===== config.mk =====
export PLATFORM = sky130hd
export DESIGN_NAME = osc_stab_timer
export DESIGN_NICKNAME = d
export VERILOG_FILES = /design/src/rtl/osc_stab_pkg.sv /design/src/rtl/osc_rst_sync.sv /design/src/rtl/osc_src_div.sv /design/src/rtl/osc_stab_cnt.sv /design/src/rtl/osc_stop_ctrl.sv /design/src/rtl/osc_stab_timer.sv
export SDC_FILE = /design/constraint.sdc
export NUM_CORES = 1
export LEC_CHECK = 0
export BUFFER_PORTS_ARGS = -buffer_cell sky130_fd_sc_hd__buf_2
export CORE_UTILIZATION = 55
export DETAILED_ROUTE_END_ITERATION = 7
export PLACE_DENSITY = 0.84
export REMOVE_ABC_BUFFERS = 1
export SLEW_MARGIN = 20
export SYNTH_ARGS = -nofsm -noshare
export SYNTH_HDL_FRONTEND = slang
export SYNTH_HIERARCHICAL = 1
export SYNTH_SLANG_ARGS = --single-unit

===== constraint.sdc =====
create_clock -name clk -period 1.6 [get_ports clk]
set_clock_uncertainty 0.15 [all_clocks]
set_input_delay 0.32 -clock clk [delete_from_list [all_inputs] [get_ports clk]]
set_output_delay 0.32 -clock clk [all_outputs]
set_load 0.01 [all_outputs]

===== src/rtl/osc_stab_pkg.sv =====
package osc_stab_pkg;
  localparam int unsigned SRC_SEL_W = 2;
  localparam int unsigned CNT_BITS  = 8;

  typedef enum logic [SRC_SEL_W-1:0] {
    SRC_DIV2  = 2'b00,
    SRC_DIV4  = 2'b01,
    SRC_DIV8  = 2'b10,
    SRC_DIV16 = 2'b11
  } src_code_e;

  typedef struct packed {
    logic halted;
    logic sleeping;
    logic settling;
  } pwr_state_t;
endpackage


===== src/rtl/osc_rst_sync.sv =====
module osc_rst_sync #(
  parameter int unsigned STAGES = 2
) (
  input  logic clk,
  input  logic rst_n_in,
  output logic rst_n_out
);
  logic [STAGES-1:0] chain_q;
  logic [STAGES-1:0] chain_d;

  always_comb begin
    chain_d = {chain_q[STAGES-2:0], 1'b1};
  end

  always_ff @(posedge clk or negedge rst_n_in) begin
    if (!rst_n_in) chain_q <= '0;
    else           chain_q <= chain_d;
  end

  assign rst_n_out = chain_q[STAGES-1];
endmodule


===== src/rtl/osc_src_div.sv =====
module osc_src_div
  import osc_stab_pkg::*;
#(
  parameter int unsigned SEL_W = SRC_SEL_W
) (
  input  logic             clk,
  input  logic             rst_n,
  input  logic             osc_run,
  input  logic             sel_wr,
  input  logic [SEL_W-1:0] sel_in,
  output logic             tick
);
  localparam int unsigned DIV_W = 1 << SEL_W;

  logic [SEL_W-1:0] sel_q, sel_d;
  logic [DIV_W-1:0] div_q, div_d;
  logic [DIV_W-1:0] mask;

  always_comb begin
    for (int i = 0; i < DIV_W; i++) begin
      mask[i] = (i <= int'(sel_q));
    end
  end

  always_comb begin
    sel_d = sel_q;
    if (sel_wr) sel_d = sel_in;
    div_d = div_q;
    if (osc_run) div_d = div_q + 1'b1;
  end

  assign tick = osc_run && (&(div_q | ~mask));

  always_ff @(posedge clk or negedge rst_n) begin
    if (!rst_n) begin
      sel_q <= '1;
      div_q <= '0;
    end else begin
      sel_q <= sel_d;
      div_q <= div_d;
    end
  end


  sel_hold_chk: assert property (@(posedge clk) disable iff (!rst_n)
    !sel_wr |=> $stable(sel_q));


  div_freeze_chk: assert property (@(posedge clk) disable iff (!rst_n)
    !osc_run |=> $stable(div_q));
endmodule


===== src/rtl/osc_stab_cnt.sv =====
module osc_stab_cnt #(
  parameter int unsigned          PW     = 8,
  parameter int unsigned          TW     = 8,
  parameter logic [PW-1:0]        P_PRE  = 8'hFF,
  parameter logic [TW-1:0]        T_PRE  = 8'h01
) (
  input  logic          clk,
  input  logic          rst_n,
  input  logic          preset_ld,
  input  logic          sw_wr,
  input  logic [PW-1:0] sw_presc,
  input  logic [TW-1:0] sw_timer,
  input  logic          tick,
  output logic [PW-1:0] presc_q,
  output logic [TW-1:0] timer_q,
  output logic          tmr_unf
);
  logic [PW-1:0] presc_d;
  logic [TW-1:0] timer_d;
  logic          presc_unf;

  assign presc_unf = tick && (presc_q == '0);
  assign tmr_unf   = presc_unf && (timer_q == '0);

  always_comb begin
    presc_d = presc_q;
    timer_d = timer_q;
    if (preset_ld) begin
      presc_d = P_PRE;
      timer_d = T_PRE;
    end else if (sw_wr) begin
      presc_d = sw_presc;
      timer_d = sw_timer;
    end else if (tick) begin
      presc_d = presc_q - 1'b1;
      if (presc_unf) timer_d = timer_q - 1'b1;
    end
  end

  always_ff @(posedge clk or negedge rst_n) begin
    if (!rst_n) begin
      presc_q <= P_PRE;
      timer_q <= T_PRE;
    end else begin
      presc_q <= presc_d;
      timer_q <= timer_d;
    end
  end


  preset_load_chk: assert property (@(posedge clk) disable iff (!rst_n)
    preset_ld |=> (presc_q == P_PRE) && (timer_q == T_PRE));


  cnt_hold_chk: assert property (@(posedge clk) disable iff (!rst_n)
    (!tick && !preset_ld && !sw_wr) |=> $stable(presc_q) && $stable(timer_q));
endmodule


===== src/rtl/osc_stop_ctrl.sv =====
module osc_stop_ctrl
  import osc_stab_pkg::*;
(
  input  logic clk,
  input  logic rst_n,
  input  logic stop_req,
  input  logic wait_req,
  input  logic irq_req,
  input  logic irq_dis,
  input  logic no_preset,
  input  logic tmr_unf,
  output logic clk_en,
  output logic osc_run,
  output logic preset_ld
);
  pwr_state_t st_q, st_d;
  logic stop_acc, wait_acc;

  assign clk_en    = !(st_q.halted || st_q.sleeping || st_q.settling);
  assign osc_run   = !st_q.halted;
  assign stop_acc  = clk_en && stop_req;
  assign wait_acc  = clk_en && wait_req && !stop_req;
  assign preset_ld = stop_acc && !no_preset;

  always_comb begin
    st_d = st_q;
    if (st_q.halted && irq_req) begin
      st_d.halted   = 1'b0;
      st_d.settling = 1'b1;
    end else if (stop_acc) begin
      st_d.halted = 1'b1;
    end
    if (st_q.settling && tmr_unf) st_d.settling = 1'b0;
    if (st_q.sleeping && irq_req) st_d.sleeping = 1'b0;
    else if (wait_acc)            st_d.sleeping = 1'b1;
  end

  always_ff @(posedge clk or negedge rst_n) begin
    if (!rst_n) begin
      st_q.halted   <= 1'b0;
      st_q.sleeping <= 1'b0;
      st_q.settling <= 1'b1;
    end else begin
      st_q <= st_d;
    end
  end


  stop_enter_chk: assert property (@(posedge clk) disable iff (!rst_n)
    (clk_en && stop_req) |=> (!clk_en && st_q.halted));


  stop_hold_chk: assert property (@(posedge clk) disable iff (!rst_n)
    (st_q.halted && !irq_req) |=> st_q.halted);


  wake_unmasked_chk: assert property (@(posedge clk) disable iff (!rst_n)
    (st_q.halted && irq_req && irq_dis) |=> !st_q.halted);


  wake_settle_chk: assert property (@(posedge clk) disable iff (!rst_n)
    (st_q.halted && irq_req) |=> (st_q.settling && !clk_en));


  no_early_chk: assert property (@(posedge clk) disable iff (!rst_n)
    (st_q.settling && !tmr_unf) |=> st_q.settling);


  sleep_wake_chk: assert property (@(posedge clk) disable iff (!rst_n)
    (st_q.sleeping && irq_req && !st_q.settling && !st_q.halted) |=> clk_en);
endmodule


===== src/rtl/osc_stab_timer.sv =====
module osc_stab_timer
  import osc_stab_pkg::*;
#(
  parameter int unsigned            SEL_W  = SRC_SEL_W,
  parameter int unsigned            PW     = CNT_BITS,
  parameter int unsigned            TW     = CNT_BITS,
  parameter logic [CNT_BITS-1:0]    P_PRE  = 8'hFF,
  parameter logic [CNT_BITS-1:0]    T_PRE  = 8'h01,
  parameter int unsigned            SYNC_N = 2
) (
  input  logic             clk,
  input  logic             rst_n,
  input  logic             stop_req,
  input  logic             wait_req,
  input  logic             irq_req,
  input  logic             irq_dis,
  input  logic             no_preset,
  input  logic             src_wr,
  input  logic [SEL_W-1:0] src_sel,
  input  logic             tmr_wr,
  input  logic [PW-1:0]    presc_wdata,
  input  logic [TW-1:0]    timer_wdata,
  output logic             clk_en,
  output logic [PW-1:0]    presc_q,
  output logic [TW-1:0]    timer_q
);
  logic rst_n_s;
  logic osc_run, preset_ld, tick, tmr_unf;
  logic src_wr_ok, tmr_wr_ok;

  assign src_wr_ok = src_wr && clk_en;
  assign tmr_wr_ok = tmr_wr && clk_en;

  osc_rst_sync #(.STAGES(SYNC_N)) u_rst (
    .clk(clk), .rst_n_in(rst_n), .rst_n_out(rst_n_s)
  );

  osc_src_div #(.SEL_W(SEL_W)) u_div (
    .clk(clk), .rst_n(rst_n_s), .osc_run(osc_run),
    .sel_wr(src_wr_ok), .sel_in(src_sel), .tick(tick)
  );

  osc_stab_cnt #(.PW(PW), .TW(TW), .P_PRE(P_PRE[PW-1:0]), .T_PRE(T_PRE[TW-1:0])) u_cnt (
    .clk(clk), .rst_n(rst_n_s), .preset_ld(preset_ld), .sw_wr(tmr_wr_ok),
    .sw_presc(presc_wdata), .sw_timer(timer_wdata), .tick(tick),
    .presc_q(presc_q), .timer_q(timer_q), .tmr_unf(tmr_unf)
  );

  osc_stop_ctrl u_ctrl (
    .clk(clk), .rst_n(rst_n_s), .stop_req(stop_req), .wait_req(wait_req),
    .irq_req(irq_req), .irq_dis(irq_dis), .no_preset(no_preset),
    .tmr_unf(tmr_unf), .clk_en(clk_en), .osc_run(osc_run), .preset_ld(preset_ld)
  );


  wr_blocked_chk: assert property (@(posedge clk) disable iff (!rst_n_s)
    (!clk_en && !osc_run && tmr_wr) |=> ($stable(presc_q) && $stable(timer_q)));


  irq_run_chk: assert property (@(posedge clk) disable iff (!rst_n_s)
    (clk_en && irq_req && !stop_req && !wait_req) |=> clk_en);
endmodule


==> metrics.txt, run 1 <==
Compound-Gate Fraction of Synth Area=9.63%; starting density of the core=about three fifths; Yosys warnings=6; Seq/Total Area, Yosys=45.8%; adder-cell share of the synthesized area=between 4 and 5%; Synth cell types=40; dpl hpwl=around 2900 um; Worst EP Category=register data pin; CTS root buffer=clkbuf_4; Async S/R FF share, synth=100%; TritonCTS sink count=27; Ports=44; num rows=18; Error=[ERROR GRT-0232] Routing congestion too high. Check the congestion heatmap in the GUI.; largest family of logic cells by synthesized area=simple AND/OR/NAND/NOR gates; worst-case clock buffer depth=2; failing step=global routing (5_1_grt); status=did not finish; Placed Cells=259; global route total overflow=13; CTS Buf Count=3; largest net degree at the start of global routing=26; number of flops mapped to enable cells by yosys=0; CTS HTree Levels=1; gr usage total=68.0%; Mapped Cells=150; count of input and output buffers=42; main flop type after synthesis=dfrtp_1; Synth Area in XOR/XNOR=under 10%; simple-gate share of the synthesized area=22.2%; cell area after synthesis=~0.0015 sq mm; Routability Congestion=around 0.86; post-GRT worst EP=u_cnt/timer_q[4]$_DFFE_PN0P_/D; mux contribution to synthesized area=approximately 5.5%; Die X=~54 um; average cell area after synthesis=a little over 10 sq um; Die H=between 50 and 60 um; Yosys reg bits=27
## layer usage
layer / GRT overflow / global-route usage (%)
met5: 0 / 8.33
met4: 5 / 70.5
met3: 0 / 51.1
met2: 8 / 88.0
met1: 0 / 65.4
## through the flow
| stage | worst slack, ps | area (sq um) | TNS (ps) |
|---|---|---|---|
| after CTS | -398 | 2330 | -4600 |
| after detailed placement | -524 | 2050 | -4710 |
| after global placement | -419 | 2050 | -3800 |
| after floorplan | -793 | 1490 | -7440 |
## what timing repair did
action / in CTS
resized for setup: 47
endpoints found under the setup margin: 28
pin swaps: 18
hold buffers: 1
gates cloned: 1
setup buffers: 8
endpoints found under the hold margin: 2
## logic make-up after synthesis
kind of cell / after synthesis
XOR/XNOR: 15
AND/OR/NAND/NOR: 57
buffers and inverters: 15
multiplexers: 8
adder cells (fa/ha/maj): 5
AO/OA/AOI/OAI: 22
other: 1
flip-flops: 27
## cell usage after synthesis (3+ instances only)
library cell,number,share of area (%)
nor3_1,3,1.0
a21oi_1,8,2.7
o21ai_0,3,1.0
nand2_1,11,2.7
mux2i_1,6,4.0
nand2b_1,7,2.9
dfrtp_1,15,25
clkbuf_1,3,0.75
dfstp_2,12,21
nand4_1,4,1.7
inv_1,10,2.5
xnor2_1,7,4.1
nand3_1,3,1.0
xor2_1,8,4.6
ha_1,5,4.1
nor2_1,14,3.5
==> inputs of run 2 (changes only) <==
Settings changed: CORE_UTILIZATION 55 to 40, PLACE_DENSITY 0.84 to default, PLACE_DENSITY_LB_ADDON from default to 0.15.
==> run 2 against run 1 <==
Effect of this change: the flow now finishes, with violations (setup timing); area after synthesis unchanged; synthesized cell count unchanged.
==> metrics.txt, run 2 <==
Data required, critical path=about 1600 ps; Max Cap Viol=0; nets@finish=around 270; 1st-pass router iterations=4; count of input and output buffers=42 (unchanged); pwr dens=between 1500 and 2000 mW/mm^2; Pleak=around 1.1 nW; Tightest Pin Transition=approximately 550 ps; Hold Vio Cnt, Final=0; commonest non-fill, non-tap cell in the layout=buf_2; Synth area leader=dfrtp_1; Logic pwr share=approximately three fifths; gr usage total=around a fifth; antenna violations before repair=0; CP arrival=approximately 2100 ps; total routed wirelength=around 3900 um; Vias per Instance=5.01; Yosys warnings=6 (unchanged); Tmin final=just over 2000 ps; CTS Buf Count=3 (unchanged); core footprint=roughly 0.0035 sq mm; critical path endpoint category=register; top cell type's share of synthesized area=24.9% (unchanged); status=complete, but fails checks; Yosys reg bits=27 (unchanged); Worst Path Max Fanout=3; register share of total power=32.1%; Die X=63.4 um (+17%); failing checks=setup timing; first-pass GRT wire length=about 6400 um; average cell area after synthesis=10.1 sq um (unchanged); Ports=44 (unchanged); TritonCTS sink count=27 (unchanged); WS Path Type=reg2reg; drt wl/cell=approximately 14 um; Setup violations, final=20; Slew headroom=a little over three fifths; commonest cells after routing, fill and taps aside=41 x buf_2, 33 x buf_4, 15 x dfrtp_1; share of layout cells above drive strength 1=57.3%; RSZ-0062 raised after global routing=yes; CTS root buffer=clkbuf_8; final non-filler cell total=~290; Async S/R FF share, synth=100% (unchanged); Synth cell types=40 (unchanged); Placed Cells=275 (+6.2%); Clk network pwr share=9.4%; number of flops mapped to enable cells by yosys=0 (unchanged); Synth top cells by count=15 x dfrtp_1, 14 x nor2_1, 12 x dfstp_2; cell area after synthesis=0.00151 sq mm (unchanged); vias in the first global route=between 1000 and 1500; switching power=between 0.0015 and 0.002 W; top cells by area, synth=dfrtp_1 25%, dfstp_2 21%, xor2_1 4.6%; R2R setup slack=-430 ps; total negative slack=-4220 ps; Mapped Cells=150 (unchanged); Die H=63.4 um (+17%); Seq/Total Area, Yosys=45.8% (unchanged); via count=approximately 1400; fmax=just under 0.5 GHz; CTS tree=yes; Hold Path Class=reg2async; P_int=~0.0026 W; final period utilization=127%; largest net degree at the start of global routing=16; Worst-path clk slew=roughly 90 ps; DRC violations left=0; num rows=21 (+3); diode count=0; Worst Setup EP=u_cnt/timer_q[7]$_DFFE_PN0P_; Startpoint Class=register; Worst R2R End=u_cnt/timer_q[7]$_DFFE_PN0P_; FF-to-FF Start=u_div/sel_q[0]$_DFFE_PN1P_; worst-skew pair later-pin latency=around 270 ps; main flop type after synthesis=dfrtp_1; Worst VDD drop=between 700 and 800 uV; most common cell in the netlist=dfrtp_1; final setup margin=-426 ps; CTS HTree Levels=1 (unchanged); die area=approximately 0.0040 sq mm; max-slew violations=0; dpl hpwl=2930 um (+0.65%); Routability Congestion=0.844 (-1.5%); DR iter-0 viols=29; Worst Setup SP=u_div/sel_q[0]$_DFFE_PN1P_; Sw Share=36.9%; starting density of the core=43.5% (-16 points); largest registers=u_cnt/presc_q: 8 flops, u_cnt/timer_q: 8 flops, u_div/div_q: 4 flops; reg2reg path depth=7; worst-case clock buffer depth=2 (unchanged); Antenna Violating Nets Remaining=0; P&R area growth vs syn=57.2%; global route total overflow=0
run 2: cell counts after synthesis:
Identical to the previous run, type by type.
run 2: worst max-delay path, stage by stage, from the launching register on:
cell,delay (ps)
dfstp_2,390
nor2_2,100
o211ai_1,90
a21oi_1,170
and4bb_2,280
nand3_2,100
or4_4,440
a311oi_2,220
run 2: cell families (layout without fill, tap and decap cells):
logic type,after synthesis,count (layout),share of synthesized area [%]
simple gates,57,57,22.2
compound gates,22,22,9.63
mux,8,8,5.48
buf+inv,15,104,3.82
xor+xnor,15,15,8.71
fa+ha+maj,5,5,4.15
other cells,1,1,0.249
flops,27,27,45.8
run 2: stage by stage:
step | setup slack, ps | area (sq um) | utilization, % | hold WS (ps) | total power, W
finish | -426 | 2370 | 68.3 | 79.8 | 0.00410
floorplan | -793 | 1490 | - | -126 | 0.00226
detailed placement | -554 | 2080 | 60.0 | -40.5 | 0.00325
CTS | -434 | 2260 | 65.2 | 100 | 0.00387
global placement | -408 | 2080 | 60.0 | -45.1 | 0.00318
global route | -508 | 2370 | 68.3 | 100 | 0.00440
run 2: cell type report:
type | instances | area, sq um
clock buffers | 3 | 41.3
flip-flops and latches | 27 | 691
inverters | 11 | 46.3
well taps | 46 | 57.6
multi-input cells | 108 | 900
clock inverters | 1 | 5.00
repair buffers | 89 | 629
fillers | 289 | 1100
run 2: power groups by stage:
stage	clock, W	sequential, W	combinational [W]
after floorplan	0	0.00150	0.000766
after global placement	0	0.00129	0.00189
after detailed placement	0	0.00131	0.00194
after CTS	0.000399	0.00131	0.00217
after global routing	0.000433	0.00135	0.00261
final	0.000385	0.00132	0.00240
run 2: worst min-delay path by stage:
| stage | from | slack [ps] | to | depth (start not counted) |
|---|---|---|---|---|
| 4_1_cts | u_rst/chain_q[1]$_DFF_PN0_ | 100 | u_ctrl/st_q[1]$_DFFE_PN0P_ | 0 |
| 3_5_place_dp | rst_n | -40 | u_rst/chain_q[0]$_DFF_PN0_ | 1 |
| 2_1_floorplan | rst_n | -130 | u_rst/chain_q[0]$_DFF_PN0_ | 0 |
| 5_1_grt | irq_req | 100 | u_ctrl/st_q[2]$_DFFE_PN0P_ | 2 |
| 3_3_place_gp | rst_n | -50 | u_rst/chain_q[0]$_DFF_PN0_ | 1 |
| 6_report | u_rst/chain_q[1]$_DFF_PN0_ | 80 | u_ctrl/st_q[1]$_DFFE_PN0P_ | 0 |
run 2: timing repair:
item	in CTS	in global routing
endpoints found under the hold margin	2	0
gates cloned	1	0
setup endpoints to repair	19	21
hold buffers	1	0
gates resized for setup	25	24
pin swaps	7	18
buffers inserted	4	4
run 2: layer usage:
layer  wire (um)  GRT usage, %  up-vias
met2        1990          36.3       32
li1            -             -      696
met5           0             0        -
met4          16          4.83        0
met3         129          2.90        2
met1        1780          25.6      697
Note: power is estimated with default switching activity, not from simulation.
